File: config.mk
export PLATFORM = sky130hd
export DESIGN_NAME = page_xlate
export DESIGN_NICKNAME = d
export VERILOG_FILES = /design/src/rtl/page_xlate_pkg.sv /design/src/rtl/page_xlate_ctrl.sv /design/src/rtl/page_xlate_dpath.sv /design/src/rtl/page_xlate.sv
export SDC_FILE = /design/constraint.sdc
export NUM_CORES = 1
export LEC_CHECK = 0
export ABC_AREA = 1
export CORE_MARGIN = 10
export CORE_UTILIZATION = 34
export DETAILED_ROUTE_END_ITERATION = 8
export GPL_TIMING_DRIVEN = 0
export HOLD_SLACK_MARGIN = 0.05
export PLACE_DENSITY = 0.82
export SYNTH_ARGS = -nofsm -noshare
export SYNTH_HDL_FRONTEND = slang
export SYNTH_SLANG_ARGS = --single-unit
File: constraint.sdc
create_clock -name clk -period 0.8 [get_ports clk]
set_input_delay 0.08 -clock clk [delete_from_list [all_inputs] [get_ports clk]]
set_output_delay 0.08 -clock clk [all_outputs]
set_load 0.005 [all_outputs]
File: src/rtl/page_xlate_pkg.sv
package page_xlate_pkg;
  localparam int PFN_W      = 24;
  localparam int PAGE_SHIFT = 12;
  localparam int NUM_SIZES  = 9;
  localparam int MASK_W     = 16;
  localparam int VA_W       = 64;
  localparam int SIZE_IDX_W = $clog2(NUM_SIZES);

  typedef enum logic [2:0] {
    FC_NONE      = 3'd0,
    FC_REFILL_LD = 3'd1,
    FC_REFILL_ST = 3'd2,
    FC_INVAL_LD  = 3'd3,
    FC_INVAL_ST  = 3'd4,
    FC_MODIFY    = 3'd5
  } faultCode_e;

  typedef struct packed {
    logic                  useOdd;
    logic [SIZE_IDX_W-1:0] sizeIdx;
    logic                  fault;
    faultCode_e            code;
    logic                  badMask;
    logic                  passPa;
  } xlateCtl_t;
endpackage

File: src/rtl/page_xlate_ctrl.sv
module page_xlate_ctrl
  import page_xlate_pkg::*;
#(
  parameter int NumSizes  = NUM_SIZES,
  parameter int MaskW     = MASK_W,
  parameter int VaW       = VA_W,
  parameter int BaseShift = PAGE_SHIFT
) (
  input  logic           clk,
  input  logic           rstN,
  input  logic           hit,
  input  logic           isStore,
  input  logic [MaskW-1:0] pageMask,
  input  logic [VaW-1:0] vAddr,
  input  logic           validEven,
  input  logic           validOdd,
  input  logic           dirtyEven,
  input  logic           dirtyOdd,
  output xlateCtl_t      ctl
);
  logic [NumSizes-1:0] sizeHit;
  logic [NumSizes-1:0] selBitVec;
  logic [SIZE_IDX_W-1:0] sizeIdx;
  logic oddSel;
  logic legal;
  logic selValid;
  logic selDirty;

  // one comparator and one select tap per supported page size
  for (genvar k = 0; k < NumSizes; k++) begin : g_size
    localparam int SelPos = BaseShift + 2 * k;
    assign sizeHit[k]   = (pageMask == MaskW'((64'd1 << (2 * k)) - 64'd1));
    assign selBitVec[k] = vAddr[SelPos];
  end

  always_comb begin
    sizeIdx = '0;
    oddSel  = 1'b0;
    for (int k = 0; k < NumSizes; k++) begin
      if (sizeHit[k]) begin
        sizeIdx = SIZE_IDX_W'(k);
        oddSel  = selBitVec[k];
      end
    end
  end

  assign legal    = |sizeHit;
  assign selValid = oddSel ? validOdd : validEven;
  assign selDirty = oddSel ? dirtyOdd : dirtyEven;

  // priority: miss, illegal mask, invalid half, clean store, pass
  always_comb begin
    ctl         = '0;
    ctl.code    = FC_NONE;
    ctl.useOdd  = oddSel;
    ctl.sizeIdx = sizeIdx;
    if (!hit) begin
      ctl.fault = 1'b1;
      ctl.code  = isStore ? FC_REFILL_ST : FC_REFILL_LD;
    end else if (!legal) begin
      ctl.badMask = 1'b1;
    end else if (!selValid) begin
      ctl.fault = 1'b1;
      ctl.code  = isStore ? FC_INVAL_ST : FC_INVAL_LD;
    end else if (isStore && !selDirty) begin
      ctl.fault = 1'b1;
      ctl.code  = FC_MODIFY;
    end else begin
      ctl.passPa = 1'b1;
    end
  end

  AST_PASS_NEEDS_VALID: assert property (@(posedge clk) disable iff (!rstN)
    ctl.passPa |-> (ctl.useOdd ? validOdd : validEven));
  AST_STORE_NEEDS_DIRTY: assert property (@(posedge clk) disable iff (!rstN)
    (ctl.passPa && isStore) |-> (ctl.useOdd ? dirtyOdd : dirtyEven));
  AST_MISS_NOT_BADMASK: assert property (@(posedge clk) disable iff (!rstN)
    !hit |-> (!ctl.badMask && ctl.fault));
  AST_BADMASK_NO_PASS: assert property (@(posedge clk) disable iff (!rstN)
    ctl.badMask |-> (!ctl.passPa && !ctl.fault));
endmodule

File: src/rtl/page_xlate_dpath.sv
module page_xlate_dpath
  import page_xlate_pkg::*;
#(
  parameter int PfnW      = PFN_W,
  parameter int BaseShift = PAGE_SHIFT,
  parameter int NumSizes  = NUM_SIZES,
  parameter int VaW       = VA_W
) (
  input  logic            clk,
  input  logic            rstN,
  input  logic            reqValid,
  input  logic            isStore,
  input  logic [VaW-1:0]  vAddr,
  input  logic [PfnW-1:0] pfnEven,
  input  logic [PfnW-1:0] pfnOdd,
  input  logic            capStEven,
  input  logic            capStOdd,
  input  logic            capLdEven,
  input  logic            capLdOdd,
  input  xlateCtl_t       ctl,
  output logic            rspValid,
  output logic [VaW-1:0]  physAddr,
  output logic            capFlag,
  output logic            faultValid,
  output logic [2:0]      faultCode,
  output logic            badMask
);
  localparam int PaW = PfnW + BaseShift;

  logic [PfnW-1:0] pfnSel;
  logic            capSel;
  logic [PaW-1:0]  paCand [NumSizes];
  logic [PaW-1:0]  paMux;

  assign pfnSel = ctl.useOdd ? pfnOdd : pfnEven;
  assign capSel = isStore ? (ctl.useOdd ? capStOdd : capStEven)
                          : (ctl.useOdd ? capLdOdd : capLdEven);

  // splice point moves two bits per size step
  for (genvar k = 0; k < NumSizes; k++) begin : g_splice
    localparam int OffW = BaseShift + 2 * k;
    assign paCand[k] = {pfnSel[PfnW-1:OffW-BaseShift], vAddr[OffW-1:0]};
  end

  always_comb begin
    paMux = '0;
    for (int k = 0; k < NumSizes; k++) begin
      if (ctl.sizeIdx == SIZE_IDX_W'(k)) paMux = paCand[k];
    end
  end

  always_ff @(posedge clk or negedge rstN) begin
    if (!rstN) begin
      rspValid   <= 1'b0;
      physAddr   <= '0;
      capFlag    <= 1'b0;
      faultValid <= 1'b0;
      faultCode  <= '0;
      badMask    <= 1'b0;
    end else if (reqValid) begin
      rspValid   <= 1'b1;
      physAddr   <= ctl.passPa ? VaW'(paMux) : '0;
      capFlag    <= ctl.passPa & capSel;
      faultValid <= ctl.fault;
      faultCode  <= ctl.code;
      badMask    <= ctl.badMask;
    end else begin
      rspValid   <= 1'b0;
      physAddr   <= '0;
      capFlag    <= 1'b0;
      faultValid <= 1'b0;
      faultCode  <= '0;
      badMask    <= 1'b0;
    end
  end

  AST_RSP_AFTER_REQ: assert property (@(posedge clk) disable iff (!rstN)
    reqValid |=> rspValid);
  AST_IDLE_QUIET: assert property (@(posedge clk) disable iff (!rstN)
    !reqValid |=> (!rspValid && physAddr == '0 && !faultValid && !badMask));
  AST_PA_HIGH_ZERO: assert property (@(posedge clk) disable iff (!rstN)
    rspValid |-> (physAddr[VaW-1:PaW] == '0));
  AST_FAULT_CLEARS_PA: assert property (@(posedge clk) disable iff (!rstN)
    (faultValid || badMask) |-> (physAddr == '0 && !capFlag));
  AST_FAULT_CODE_SET: assert property (@(posedge clk) disable iff (!rstN)
    faultValid |-> (faultCode != 3'd0 && !badMask));
endmodule

File: src/rtl/page_xlate.sv
module page_xlate
  import page_xlate_pkg::*;
#(
  parameter int PfnW      = PFN_W,
  parameter int MaskW     = MASK_W,
  parameter int VaW       = VA_W,
  parameter int BaseShift = PAGE_SHIFT,
  parameter int NumSizes  = NUM_SIZES
) (
  input  logic             clk,
  input  logic             rstN,
  input  logic             reqValid,
  input  logic             hit,
  input  logic             isStore,
  input  logic [VaW-1:0]   vAddr,
  input  logic [MaskW-1:0] pageMask,
  input  logic [PfnW-1:0]  pfnEven,
  input  logic [PfnW-1:0]  pfnOdd,
  input  logic             validEven,
  input  logic             validOdd,
  input  logic             dirtyEven,
  input  logic             dirtyOdd,
  input  logic             capStEven,
  input  logic             capStOdd,
  input  logic             capLdEven,
  input  logic             capLdOdd,
  output logic             rspValid,
  output logic [VaW-1:0]   physAddr,
  output logic             capFlag,
  output logic             faultValid,
  output logic [2:0]       faultCode,
  output logic             badMask
);
  xlateCtl_t ctl;

  page_xlate_ctrl #(
    .NumSizes(NumSizes), .MaskW(MaskW), .VaW(VaW), .BaseShift(BaseShift)
  ) u_ctrl (
    .clk(clk), .rstN(rstN), .hit(hit), .isStore(isStore),
    .pageMask(pageMask), .vAddr(vAddr),
    .validEven(validEven), .validOdd(validOdd),
    .dirtyEven(dirtyEven), .dirtyOdd(dirtyOdd),
    .ctl(ctl)
  );

  page_xlate_dpath #(
    .PfnW(PfnW), .BaseShift(BaseShift), .NumSizes(NumSizes), .VaW(VaW)
  ) u_dpath (
    .clk(clk), .rstN(rstN), .reqValid(reqValid), .isStore(isStore),
    .vAddr(vAddr), .pfnEven(pfnEven), .pfnOdd(pfnOdd),
    .capStEven(capStEven), .capStOdd(capStOdd),
    .capLdEven(capLdEven), .capLdOdd(capLdOdd),
    .ctl(ctl),
    .rspValid(rspValid), .physAddr(physAddr), .capFlag(capFlag),
    .faultValid(faultValid), .faultCode(faultCode), .badMask(badMask)
  );
endmodule

* After elaboration in Yosys (flattened, before gate mapping)
Cells that the tools add are included.
Word-level totals: word-level logic and storage cells 78, flip-flop bits (word level) 71
Operators by class: muxes and demuxes 50, bitwise gates (word level) 1, eq/ne operators 16, reduce and logical (&&, ||, !) cells 5
Operators with widths (count):
- 36-bit 2-to-1 mux | 10
- 64-bit 2-to-1 mux | 1
- 24-bit 2-to-1 mux | 1
- 1-bit 2-to-1 mux | 23
- 4-bit 2-to-1 mux | 5
- 3-bit 2-to-1 mux | 6
- 16-bit by 10-bit == test with 1-bit output (second input constant) | 1
- 16-bit by 12-bit == test with 1-bit output (second input constant) | 1
- 16-bit by 14-bit == test with 1-bit output (second input constant) | 1
- 16-bit == test (second input constant) | 1
- 16-bit by 2-bit == test with 1-bit output (second input constant) | 1
- 16-bit by 4-bit == test with 1-bit output (second input constant) | 1
- 16-bit by 6-bit == test with 1-bit output (second input constant) | 1
- 16-bit by 8-bit == test with 1-bit output (second input constant) | 1
- 4-bit by 3-bit == test with 1-bit output (second input constant) | 4
- 16-bit zero test | 1
- 9-bit OR reduction | 1
- 4-bit by 2-bit == test with 1-bit output (second input constant) | 2
- 2-bit 2-to-1 mux | 4
- 4-bit by 1-bit == test with 1-bit output (second input constant) | 1
- 4-bit == test (second input constant) | 1
- 4-bit zero test | 1
- 1-bit AND | 1
- 1-bit logical AND | 1
- 1-bit zero test | 1

* Longest topological paths before layout
depth in word-level cells 22, mapped depth 19, mapped depth without buffers 19

* By module
A second synthesis with hierarchy kept.
Unflattened totals: cells, all modules 370, area, all modules 2690.1 um^2
Modules (own cells, without submodules):
- page_xlate_dpath | cells an instance 268, area an instance 2187.1 um^2, seq. area each 1076.0 um^2, instances 1
- page_xlate_ctrl | cells an instance 102, area an instance 503.0 um^2, seq. area each 0.0 um^2, instances 1

* Worst setup path before layout
No wires, ideal clock.
path type input-to-reg, start point input pageMask[13], end point register u_dpath.physAddr[24], data required time 0.727 ns, buffers on the path 3, cell stages on the path 19, path slack -1.118 ns, arrival time 1.845 ns, cell sequence nor2_1 nand2_2 nor2_4 buf_6 nand2_2 nand2_1 nand2_1 nand3_2 nand2_2 nand3_2 nand2_4 nand2_4 nand2_1 nand2_1 nand2_1 or2_1 buf_6 buf_12 a21oi_2
On the way: cells in the longest elaborated chain, start to end 22, elaborated cells between the ends (all ways) 56, classes of those cells 16 x eq/ne; 35 x mux; 5 x reduce/logical
Ends and longest elaborated chain:
- start, declared | RTL line page_xlate.sv:16 | input logic [MaskW-1:0] pageMask,
- 16-bit zero test | RTL line page_xlate_ctrl.sv:32 | assign sizeHit[k] = (pageMask == MaskW'((64'd1 << (2 * k)) - 64'd1));
- 1-bit 2-to-1 mux (9 in series) | RTL line page_xlate_ctrl.sv:40 | if (sizeHit[k]) begin
- 24-bit 2-to-1 mux | RTL line page_xlate_dpath.sv:35 | assign pfnSel = ctl.useOdd ? pfnOdd : pfnEven;
- 36-bit 2-to-1 mux (9 in series) | RTL line page_xlate_dpath.sv:48 | if (ctl.sizeIdx == SIZE_IDX_W'(k)) paMux = paCand[k];
- 36-bit 2-to-1 mux (*) | RTL line page_xlate_dpath.sv:62 | physAddr <= ctl.passPa ? VaW'(paMux) : '0;
- 64-bit 2-to-1 mux (*) | RTL line page_xlate_dpath.sv:60 | end else if (reqValid) begin
- end signal, assigned | RTL line page_xlate_dpath.sv:62
- end, declared | RTL line page_xlate_dpath.sv:22 | output logic [VaW-1:0] physAddr,
Mark *: on every way between the ends. The rest lies on a longest branch, timed or not.

* Worst setup path in the final report
Same ends and word-level chain as after synthesis.

==> reports/results.txt <==
Worst-path clk slew -> 0.08 ns
P per Cell Area -> 981.8 nW/um^2
Setup violators final -> 85
Post-detail-place hpwl -> 8630 um
HP Class -> in2async
Ys flop type -> dfrtp_1
Final critical-path share of the clock period -> 237.1%
Sink Count -> 43
YS warnings -> 0
Die area -> 12,070 sq um
Total routed wirelength -> 12,060 um
Status -> finished with violations
CTS H-tree depth -> 2
DRT iter0 DRCs -> 197
CP Data Required Time -> 1.02 ns
Initial antenna violation count -> 0
Number of synthesized flops with an enable pin -> 0
Area share of the largest cell type after synthesis -> 39.18%
Top cells by count, synth -> nand2_1 (56), dfrtp_1 (43), inv_1 (36), nor2_1 (36), buf_4 (28)
Post-route cell area -> 5480 sq um
Core area -> 7807 sq um
Largest cells by area after synthesis -> dfrtp_1 (39%), buf_4 (7.7%), nand2_1 (7.7%), nor2_2 (6.2%), inv_1 (4.9%)
Vias per inst -> 4.723
Cell variety after synth -> 33
TritonCTS clock tree -> built
Final Power -> 0.005381 W
Synthesized flop and latch total -> 43
Crit path max fanout -> 8
Fin. max-slew vios -> 0
Global route total overflow -> 0
CP cell instances -> buf_8 -> nor2_4 -> nand2_4 -> buf_12 -> nor3_2 -> nand2_1 -> nand3_2 -> nand2_4 -> nand2_4 -> nand2_4 -> nand2_2 -> nand2_2 -> or2_4 -> buf_12 -> buf_12 -> a21oi_2
Tmin final -> 1.896 ns
Area after DPL -> 4536 sq um
Post-synthesis sequential area ratio -> 39.18%
Area grow syn2layout -> 99.54%
Top-Level Pins -> 212
Hold slack final -> 0.1536 ns
Fin worst setup slack -> -1.096 ns
Max cap viols -> 0
Crit end category -> flip-flop
Vias -> 3,254
# port buffers -> 148
Cell count after synthesis -> 346
CP max stage delay -> 0.26 ns
Post-route ant nets -> 0
Share of cells above drive strength 1 -> 49.06%
Root Buffer -> clkbuf_8
Unrepaired setup endpoints after global routing -> true
Routed WL per cell -> 17.51 um
Die Y-Extent -> 109.9 um
Failing checks -> setup timing
Ys async rst share -> 100.0%
Setup TNS Final -> -45.46 ns
Crit Path Class -> in2reg
Initial Utilization -> 35.18%
Nets -> 727
CP Launch Type -> input port
Remaining DRCs -> 0
Maximum vdd drop -> 0.0006991 V
Chip width -> 109.9 um
First-pass GRT wire length -> 17,410 um
Worst path arrival time -> 2.12 ns
Vias in the first global route -> 3,432
Synth Area per Inst -> 7.938 sq um
Ant diodes -> 0
Cell accounting for the most synthesized area -> dfrtp_1
Most frequent cell after synthesis -> nand2_1
# rows -> 32
GRT Total Usage -> 18.40%
Final hold vios -> 0
Most used cell along the critical path -> nand2_4
Family with the most delay on the worst path -> simple AND/OR/NAND/NOR gates
GPL Wtd Cong -> 0.8526
Largest net degree at the start of global routing -> 41
DR pass1 iterations -> 5
Max clock buf depth -> 2
Crit path buf inv count -> 4
Mapped Area -> 2746 sq um
TritonCTS buffer count -> 5
Slowest CP cell -> nor3_2
Maximum clock frequency -> 0.5273 GHz
Lkg Pwr -> 2.810 nW
[where the power goes]
part           switching, W  total [W]  internal (W)
sequential       0.00000281    0.00219       0.00218
combinational      0.000475    0.00120      0.000729
clock              0.000743    0.00199       0.00125
total               0.00122    0.00538       0.00416
[per-layer routing]
layer  share of wire, %  track usage (%)
met5                  0                0
met4                3.6            8.271
met3                 11            5.793
met2                 51            33.57
met1                 35            18.75
[cell usage in the layout, fill, tap and decap left out, types with 2 or more instances in the layout]
master	Yosys	final
nand3_2	4	7
inv_2	5	7
nand4_1	8	8
o21ai_0	17	13
nor3_4	0	3
nand2_4	3	13
conb_1	1	28
nand2_1	56	33
o21ai_2	0	3
buf_16	0	3
a21oi_1	16	4
a21oi_2	1	13
nor2_1	36	24
clkbuf_8	0	6
nand3_1	13	7
nor3_1	8	3
nand2_2	5	18
o21ai_1	1	2
buf_8	0	3
clkdlybuf4s50_1	0	88
mux2i_1	8	3
dfrtp_1	43	43
inv_1	36	32
buf_6	4	22
nor3_2	2	4
nor2_2	27	8
buf_12	1	6
nor2_4	6	37
nand3_4	0	3
buf_2	2	45
mux2i_2	0	5
o21bai_1	6	5
buf_4	28	73
bufinv_16	0	2
[stage by stage]
| step | setup WS (ns) | instances | utilization (%) |
|---|---|---|---|
| 5_1_grt | -1.183 | 689 | 70.19 |
| 4_1_cts | -1.038 | 679 | 65.74 |
| 3_5_place_dp | -1.888 | 624 | 58.09 |
| 6_report | -1.096 | 689 | 70.19 |
| 3_3_place_gp | -1.873 | 623 | 57.90 |
| 2_1_floorplan | -1.040 | 373 | - |
[cell families after synthesis]
kind of cell / synth area share, %
mux: 2.916
flops: 39.18
other cells: 0.1365
simple gates: 32.80
compound gates: 8.702
buf+inv: 16.26
[worst max-delay path by stage]
stage	from	to	cells after the start
final	pageMask[13]	u_dpath.physAddr[24]	16
after global routing	pageMask[13]	u_dpath.physAddr[26]	18
after CTS	pageMask[14]	u_dpath.physAddr[5]	18
after global placement	pageMask[2]	u_dpath.physAddr[24]	16
after floorplan	pageMask[11]	u_dpath.physAddr[24]	19
after detailed placement	pageMask[2]	u_dpath.physAddr[24]	16
[timing repair]
action / 4_1_cts / 5_1_grt
endpoints found under the hold margin: 43 / 0
setup buffers: 42 / 15
resized for setup: 324 / 76
pin swaps: 25 / 35
cloned: 4 / 0
hold buffers: 1 / 0
setup endpoints to repair: 85 / 85
[final cells by class]
class	instances	area, sq um
Buffer	36	341.6
Clock buffer	6	72.57
Clock inverter	2	60.06
Fill cell	554	2327
Inverter	42	166.4
Multi-Input combinational cell	252	1804
Sequential cell	43	1076
Tap cell	102	127.6
Timing Repair Buffer	206	1832
[state kept, by name, summed over array words and instances, names as in the netlist]
signal and flops:
u_dpath.faultValid 1, u_dpath.capFlag 1, u_dpath.rspValid 1, u_dpath.physAddr 36, u_dpath.badMask 1, u_dpath.faultCode 3
Power figures use the tool's default switching activity.
